===== config.mk =====
export PLATFORM = sky130hd
export DESIGN_NAME = bpu_branch_unit
export DESIGN_NICKNAME = d
export VERILOG_FILES = /design/src/rtl/bpu_pkg.sv /design/src/rtl/bpu_decode.sv /design/src/rtl/bpu_compare.sv /design/src/rtl/bpu_target.sv /design/src/rtl/bpu_branch_unit.sv
export SDC_FILE = /design/constraint.sdc
export NUM_CORES = 1
export LEC_CHECK = 0
export ABC_AREA = 1
export BUFFER_PORTS_ARGS = -buffer_cell sky130_fd_sc_hd__buf_2
export CAP_MARGIN = 25
export CORE_ASPECT_RATIO = 1.25
export CORE_UTILIZATION = 49
export CTS_CLUSTER_DIAMETER = 30
export DETAILED_ROUTE_END_ITERATION = 16
export PLACE_DENSITY = 0.78
export SYNTH_ARGS = -nofsm -noshare
export SYNTH_HDL_FRONTEND = slang
export SYNTH_SLANG_ARGS = --single-unit

===== constraint.sdc =====
create_clock -name clk -period 4.6 [get_ports clk]
set_input_delay 0.23 -clock clk [delete_from_list [all_inputs] [get_ports clk]]
set_output_delay 0.23 -clock clk [all_outputs]
set_load 0.02 [all_outputs]

===== src/rtl/bpu_pkg.sv =====
// Package: shared types for the branch and next-PC unit.
// Assumes jump operation codes are 4 bits wide; the code values are fixed
// because an upstream decoder produces them.
package bpu_pkg;

    typedef enum logic [3:0] {
        JC_ALWAYS = 4'h0,
        JC_EQ     = 4'h1,
        JC_UGT    = 4'h2,
        JC_UGE    = 4'h3,
        JC_BITS   = 4'h4,
        JC_NE     = 4'h5,
        JC_SGT    = 4'h6,
        JC_SGE    = 4'h7,
        JC_CALL   = 4'h8,
        JC_EXIT   = 4'h9,
        JC_ULT    = 4'hA,
        JC_ULE    = 4'hB,
        JC_SLT    = 4'hC,
        JC_SLE    = 4'hD
    } jcode_e;

    // Raw relations between the two operands of one compare lane.
    typedef struct packed {
        logic eq;
        logic ult;
        logic slt;
        logic anyset;
    } cmp_flags_t;

    // Instruction category derived from the code and the class.
    typedef struct packed {
        logic is_cond;
        logic is_uncond;
        logic is_call;
        logic is_exit;
        logic is_illegal;
    } jdec_t;

endpackage


===== src/rtl/bpu_decode.sv =====
// Module: bpu_decode
// Sorts a jump operation code into conditional, unconditional, call, exit
// or illegal. Purely combinational. Assumes exactly one category is set
// for each code/class pair.
module bpu_decode
    import bpu_pkg::*;
(
    input  logic [3:0] op_code,
    input  logic       narrow,
    output jdec_t      dec
);

    logic code_hi_free;

    // Codes 14 and 15 have no meaning in either class.
    assign code_hi_free = (op_code == 4'hE) || (op_code == 4'hF);

    // Purpose: classify the instruction.
    always_comb begin
        dec            = '0;
        dec.is_illegal = code_hi_free || (narrow && op_code == JC_ALWAYS);
        if (!dec.is_illegal) begin
            dec.is_uncond = (op_code == JC_ALWAYS);
            dec.is_call   = (op_code == JC_CALL);
            dec.is_exit   = (op_code == JC_EXIT);
            dec.is_cond   = !dec.is_uncond && !dec.is_call && !dec.is_exit;
        end
    end

endmodule


===== src/rtl/bpu_compare.sv =====
// Module: bpu_compare
// Evaluates the branch condition. One compare lane covers the full width
// and one covers the low NARROW bits; the class bit picks a lane. Assumes
// NARROW <= XLEN. Combinational.
module bpu_compare
    import bpu_pkg::*;
#(
    parameter int XLEN   = 64,
    parameter int NARROW = 32
) (
    input  logic [XLEN-1:0] opa,
    input  logic [XLEN-1:0] opb,
    input  logic            narrow,
    input  logic [3:0]      op_code,
    output logic            cond_true
);

    localparam int NLANES = 2;

    cmp_flags_t lane_flags [NLANES];
    cmp_flags_t sel;

    // Each lane computes its relations over its own width.
    for (genvar g = 0; g < NLANES; g++) begin : g_lane
        localparam int W = (g == 0) ? XLEN : NARROW;
        logic [W-1:0] a;
        logic [W-1:0] b;
        assign a = opa[W-1:0];
        assign b = opb[W-1:0];
        assign lane_flags[g] = '{eq:     (a == b),
                                 ult:    (a < b),
                                 slt:    ($signed(a) < $signed(b)),
                                 anyset: (|(a & b))};
    end

    assign sel = narrow ? lane_flags[1] : lane_flags[0];

    // Purpose: map the code onto the selected lane's relations.
    always_comb begin
        case (jcode_e'(op_code))
            JC_EQ:   cond_true = sel.eq;
            JC_NE:   cond_true = !sel.eq;
            JC_UGT:  cond_true = !sel.ult && !sel.eq;
            JC_UGE:  cond_true = !sel.ult;
            JC_ULT:  cond_true = sel.ult;
            JC_ULE:  cond_true = sel.ult || sel.eq;
            JC_SGT:  cond_true = !sel.slt && !sel.eq;
            JC_SGE:  cond_true = !sel.slt;
            JC_SLT:  cond_true = sel.slt;
            JC_SLE:  cond_true = sel.slt || sel.eq;
            JC_BITS: cond_true = sel.anyset;
            default: cond_true = 1'b0;
        endcase
    end

endmodule


===== src/rtl/bpu_target.sv =====
// Module: bpu_target
// Computes both next-PC candidates: the branch target, counted in slots from
// the following slot, and the fall-through address. Assumes SLOT_BYTES is a
// power of two. Combinational, wraps modulo 2^PCW.
module bpu_target #(
    parameter int PCW        = 64,
    parameter int OFFW       = 16,
    parameter int SLOT_BYTES = 8,
    parameter int LONG_BYTES = 16
) (
    input  logic [PCW-1:0]  pc,
    input  logic [OFFW-1:0] off,
    input  logic            long_insn,
    output logic [PCW-1:0]  pc_target,
    output logic [PCW-1:0]  pc_fall
);

    localparam int           SLOT_SH   = $clog2(SLOT_BYTES);
    localparam logic [PCW-1:0] SLOT_STEP = PCW'(SLOT_BYTES);
    localparam logic [PCW-1:0] LONG_STEP = PCW'(LONG_BYTES);

    logic [PCW-1:0] off_ext;
    logic [PCW-1:0] off_slots;

    assign off_ext   = {{(PCW-OFFW){off[OFFW-1]}}, off};
    assign off_slots = off_ext + PCW'(1);
    assign pc_target = pc + (off_slots << SLOT_SH);
    assign pc_fall   = pc + (long_insn ? LONG_STEP : SLOT_STEP);

endmodule


===== src/rtl/bpu_branch_unit.sv =====
// Module: bpu_branch_unit (top)
// Resolves one jump-class instruction per issue and registers the next PC,
// the taken flag and the call/exit/illegal strobes. Assumes the second
// operand is already selected between register and immediate.
// Synchronous active-low reset.
module bpu_branch_unit
    import bpu_pkg::*;
#(
    parameter int XLEN       = 64,
    parameter int NARROW     = 32,
    parameter int OFFW       = 16,
    parameter int IDW        = 32,
    parameter int SLOT_BYTES = 8,
    parameter int LONG_BYTES = 16
) (
    input  logic            clk,
    input  logic            rst_n,
    input  logic            issue_vld,
    input  logic [XLEN-1:0] pc_cur,
    input  logic [3:0]      op_code,
    input  logic            is_jmp32,
    input  logic [XLEN-1:0] opnd_dst,
    input  logic [XLEN-1:0] opnd_src,
    input  logic [OFFW-1:0] br_off,
    input  logic            insn_long,
    output logic            pc_vld,
    output logic [XLEN-1:0] pc_next,
    output logic            br_taken,
    output logic            call_stb,
    output logic            exit_stb,
    output logic            illegal_stb,
    output logic [IDW-1:0]  call_id
);

    localparam logic [XLEN-1:0] SLOT_STEP = XLEN'(SLOT_BYTES);
    localparam logic [XLEN-1:0] LONG_STEP = XLEN'(LONG_BYTES);

    jdec_t           dec;
    logic            cond_true;
    logic            take;
    logic [XLEN-1:0] pc_target;
    logic [XLEN-1:0] pc_fall;

    bpu_decode u_decode (
        .op_code (op_code),
        .narrow  (is_jmp32),
        .dec     (dec)
    );

    bpu_compare #(.XLEN(XLEN), .NARROW(NARROW)) u_compare (
        .opa       (opnd_dst),
        .opb       (opnd_src),
        .narrow    (is_jmp32),
        .op_code   (op_code),
        .cond_true (cond_true)
    );

    bpu_target #(
        .PCW(XLEN), .OFFW(OFFW), .SLOT_BYTES(SLOT_BYTES), .LONG_BYTES(LONG_BYTES)
    ) u_target (
        .pc        (pc_cur),
        .off       (br_off),
        .long_insn (insn_long),
        .pc_target (pc_target),
        .pc_fall   (pc_fall)
    );

    assign take = dec.is_uncond || (dec.is_cond && cond_true);

    // Purpose: register the result; strobes last one cycle per issue.
    always_ff @(posedge clk) begin
        if (!rst_n) begin
            pc_vld      <= 1'b0;
            pc_next     <= '0;
            br_taken    <= 1'b0;
            call_stb    <= 1'b0;
            exit_stb    <= 1'b0;
            illegal_stb <= 1'b0;
            call_id     <= '0;
        end else begin
            pc_vld      <= issue_vld;
            br_taken    <= issue_vld && take;
            call_stb    <= issue_vld && dec.is_call;
            exit_stb    <= issue_vld && dec.is_exit;
            illegal_stb <= issue_vld && dec.is_illegal;
            if (issue_vld) begin
                pc_next <= take ? pc_target : pc_fall;
            end
            if (issue_vld && dec.is_call) begin
                call_id <= opnd_src[IDW-1:0];
            end
        end
    end


    issue_to_valid_chk: assert property (@(posedge clk) disable iff (!rst_n)
        issue_vld |=> pc_vld);


    idle_hold_chk: assert property (@(posedge clk) disable iff (!rst_n)
        !issue_vld |=> ($stable(pc_next) && !br_taken && !call_stb && !exit_stb));


    fallthru_chk: assert property (@(posedge clk) disable iff (!rst_n)
        (pc_vld && !br_taken) |->
        (pc_next == $past(pc_cur) + ($past(insn_long) ? LONG_STEP : SLOT_STEP)));


    self_loop_chk: assert property (@(posedge clk) disable iff (!rst_n)
        (pc_vld && br_taken && ($past(br_off) == '1)) |-> (pc_next == $past(pc_cur)));


    illegal_quiet_chk: assert property (@(posedge clk) disable iff (!rst_n)
        illegal_stb |-> (!br_taken && !call_stb && !exit_stb));


    call_valid_chk: assert property (@(posedge clk) disable iff (!rst_n)
        (call_stb || exit_stb) |-> (pc_vld && !br_taken && $onehot0({call_stb, exit_stb})));

endmodule


==> impl_metrics.tcl <==
set metrics [dict create \
    status "finished clean" \
    powerDensity_nw_per_um2 244 \
    synth_edf_count 0 \
    grt_pass1_vias 13100 \
    drtPass1Iterations 5 \
    antenna_left 0 \
    wl_per_cell_um 15.5 \
    finalSetupViolCount 0 \
    ys_async_sr_fraction 0 \
    skew_ns 0 \
    critPathSlowestCell "ha_1" \
    routed_wl_um 40500 \
    portBuffers 317 \
    cts_inserted_buffers 9 \
    stdcell_count 2605 \
    hp-class "input pin to register" \
    vdd_ir_drop_max_mv 0.206 \
    netlist_top_cells_area "ha_1 (22%), dfxtp_1 (18%), nand2_1 (11%)" \
    tightest_slew_ns 0.671 \
    setup_ws_ns 0.185 \
    rows 60 \
    ys.flop_type "dfxtp_1" \
    synth-simple-area-share 0.241 \
    clk_path_buf_depth 2 \
    clock_sinks 101 \
    critPathBufInv 8 \
    leakage_nw 9.09 \
    gp_routability_congestion 0.982 \
    path_delay_family "simple AND/OR/NAND/NOR gates" \
    drc 0 \
    grt_start_max_net_pins 62 \
    htreeDepth 3 \
    synth_fp_nets 2130 \
    max-cap-violations 0 \
    synth_top_family_by_area "simple AND/OR/NAND/NOR gates" \
    post-route-min-period_ns 4.41 \
    maxSlewViolCount 0 \
    drive_gt1_frac 0.317 \
    coreArea_um2 21800 \
    vias 13500 \
    synth_compound_area_frac 0.198 \
    grt_pass1_wl_um 61800 \
    syn_avg_cell_area_um2 6.37 \
    slowest_delay_ns 0.32 \
    synth_xor_area_frac 0.0391 \
    synth_fa_ha_area_frac 0.217 \
    synthMuxAreaShare 0 \
    start_util 0.504 \
    cts_root_buf "clkbuf_16" \
    dp.cells 2575 \
    worstPathMaxFanout 5 \
    io_pins 318 \
    dp_hpwl_um 33000 \
    area_growth_pct 43.5 \
    min_period_over_period 0.960 \
    path_common_cell "nand2_1" \
    hold_buffers 0 \
    die_w_um 136 \
    synth_area_um2 11000 \
    syn_inst 1723 \
    grt_antenna_before_repair 5 \
    rsz0062_at_grt "true" \
    crit_required_ns 4.87 \
    drt_iter0_markers 749 \
    yosysSeqAreaShare 0.184 \
    maxSlewHeadroom 0.553 \
    nets 2723 \
    die_y_um 169 \
    cp.arrival_ns 4.68 \
    max_freq_mhz 227 \
    path_clk_slew_ns 0.09 \
    yosys.area.top_type "ha_1" \
    die-area_um2 23000 \
    clk-insertion-delay-late_ns 0.38 \
    yosys_register_bits 101 \
    synth_top_area_frac 0.215 \
    overflow 0 \
    report.final.hold_viol_count 0 \
    endpoint_kind "register" \
    start_kind "input pin" \
    crit_type "input pin to register" \
    synth_cell_types 51 \
    tritoncts "yes" \
    yosysWarnings 0 \
    vias_per_cell 5.18 \
    grt_usage 0.343 \
    pre_cts_slack_ns -0.375 \
]
routing by layer:
layer | track usage | vias to the layer above | part of all wire
met3 | 0.0442 | 117 | 0.048
met1 | 0.392 | 6177 | 0.41
met4 | 0.174 | 0 | 0.048
li1 | - | 6752 | -
met2 | 0.616 | 459 | 0.50
met5 | 0 | - | 0
flip-flops by register name, indices dropped and copies added, names as in the netlist:
name	flops
br_taken	1
pc_vld	1
exit_stb	1
pc_next	64
call_stb	1
call_id	32
illegal_stb	1
metrics by stage:
| step | power [mW] | hold WS, ns | utilization | instance area [um2] | TNS [ns] |
|---|---|---|---|---|---|
| finish | 3.84 | 0.0783 | 0.723 | 15800 | 0 |
| CTS | 3.72 | 0.0719 | 0.700 | 15200 | 0 |
| global route | 4.08 | 0.0954 | 0.723 | 15800 | -1.29 |
| detailed placement | 2.91 | 0.466 | 0.687 | 14900 | -7.58 |
| floorplan | 2.02 | 0.365 | - | 11000 | 0 |
| global placement | 2.87 | 0.455 | 0.687 | 14900 | -2.37 |
cell type report:
class / count / area, um2
repair buffers: 612 / 3840
inverters: 319 / 1200
diodes: 5 / 12.5
clock inverters: 7 / 65.1
well taps: 279 / 349
clock buffers: 9 / 225
fillers: 1867 / 6020
multi-input cells: 1272 / 8030
repair inverters: 1 / 7.51
flip-flops and latches: 101 / 2020
cell usage after synthesis, types with 2 or more instances:
| master | instances |
|---|---|
| dfxtp_1 | 101 |
| a21boi_0 | 4 |
| nand2_1 | 326 |
| o21ai_2 | 8 |
| o21bai_1 | 3 |
| clkbuf_1 | 22 |
| or2_1 | 3 |
| o21a_1 | 7 |
| a21oi_1 | 155 |
| a311oi_1 | 2 |
| nor2_2 | 5 |
| nor3_1 | 18 |
| o21ai_1 | 7 |
| o21ai_0 | 128 |
| a21oi_2 | 5 |
| buf_1 | 7 |
| a31oi_1 | 28 |
| nand3_2 | 2 |
| inv_2 | 2 |
| nand3_1 | 43 |
| a31o_2 | 4 |
| a21o_1 | 7 |
| nand4_1 | 16 |
| xor2_1 | 23 |
| o211ai_1 | 15 |
| inv_1 | 316 |
| o31ai_1 | 2 |
| xnor2_1 | 26 |
| nor2_1 | 215 |
| a221oi_1 | 2 |
| nand2_2 | 6 |
| ha_1 | 189 |
| nor4_1 | 8 |
cells by family (layout without fill, tap and decap cells):
| family | Yosys count | in the layout |
|---|---|---|
| AOI/OAI and AO/OA | 385 | 385 |
| xor gates and xnor gates | 49 | 49 |
| adders and majority gates | 190 | 190 |
| buffers and inverters | 350 | 948 |
| DFF | 101 | 101 |
| other | 0 | 5 |
| and+or+nand+nor | 648 | 648 |
repair_timing:
action	in CTS	in global routing
setup buffers	0	7
setup endpoints to repair	0	42
gates resized for setup	0	96
tightest hold or removal path, cell delays in order:
cell and delay [ns]:
buf_2 0.08, nor2_1 0.03, nor2_1 0.08
layout by cell type, fill, tap and decap left out, types with 10 or more instances in the layout:
master,n
nand2_2,12
xnor2_1,26
o21ai_0,123
a21oi_1,141
a31oi_1,24
clkbuf_16,10
nor2_2,13
a21oi_2,16
nand4_1,16
buf_2,317
nand2_1,317
ha_1,178
nor2_1,206
nor3_1,16
o211ai_1,15
inv_1,311
dfxtp_1,101
xor2_1,23
nand3_1,41
buf_4,291
final timing paths:
check / slack [ns] / from / to / cells past startpoint
worst min-delay path: 0.08 / pc_cur[2] / pc_next[2]$_SDFFE_PN0P_ / 3
worst max-delay path: 0.19 / opnd_src[25] / pc_next[47]$_SDFFE_PN0P_ / 36
worst min register to register: 0.48 / pc_next[55]$_SDFFE_PN0P_ / pc_next[55]$_SDFFE_PN0P_ / 2
worst max register to register: 3.83 / pc_next[23]$_SDFFE_PN0P_ / pc_next[23]$_SDFFE_PN0P_ / 4
power by group:
| part | switching, mW | total (mW) | internal, mW | leakage [nW] |
|---|---|---|---|---|
| clock | 0.429 | 0.812 | 0.383 | 0.140 |
| combinational | 1.13 | 2.03 | 0.900 | 8.12 |
| sequential | 0.0455 | 1.00 | 0.956 | 0.833 |
(Power assumes the default switching activity.)
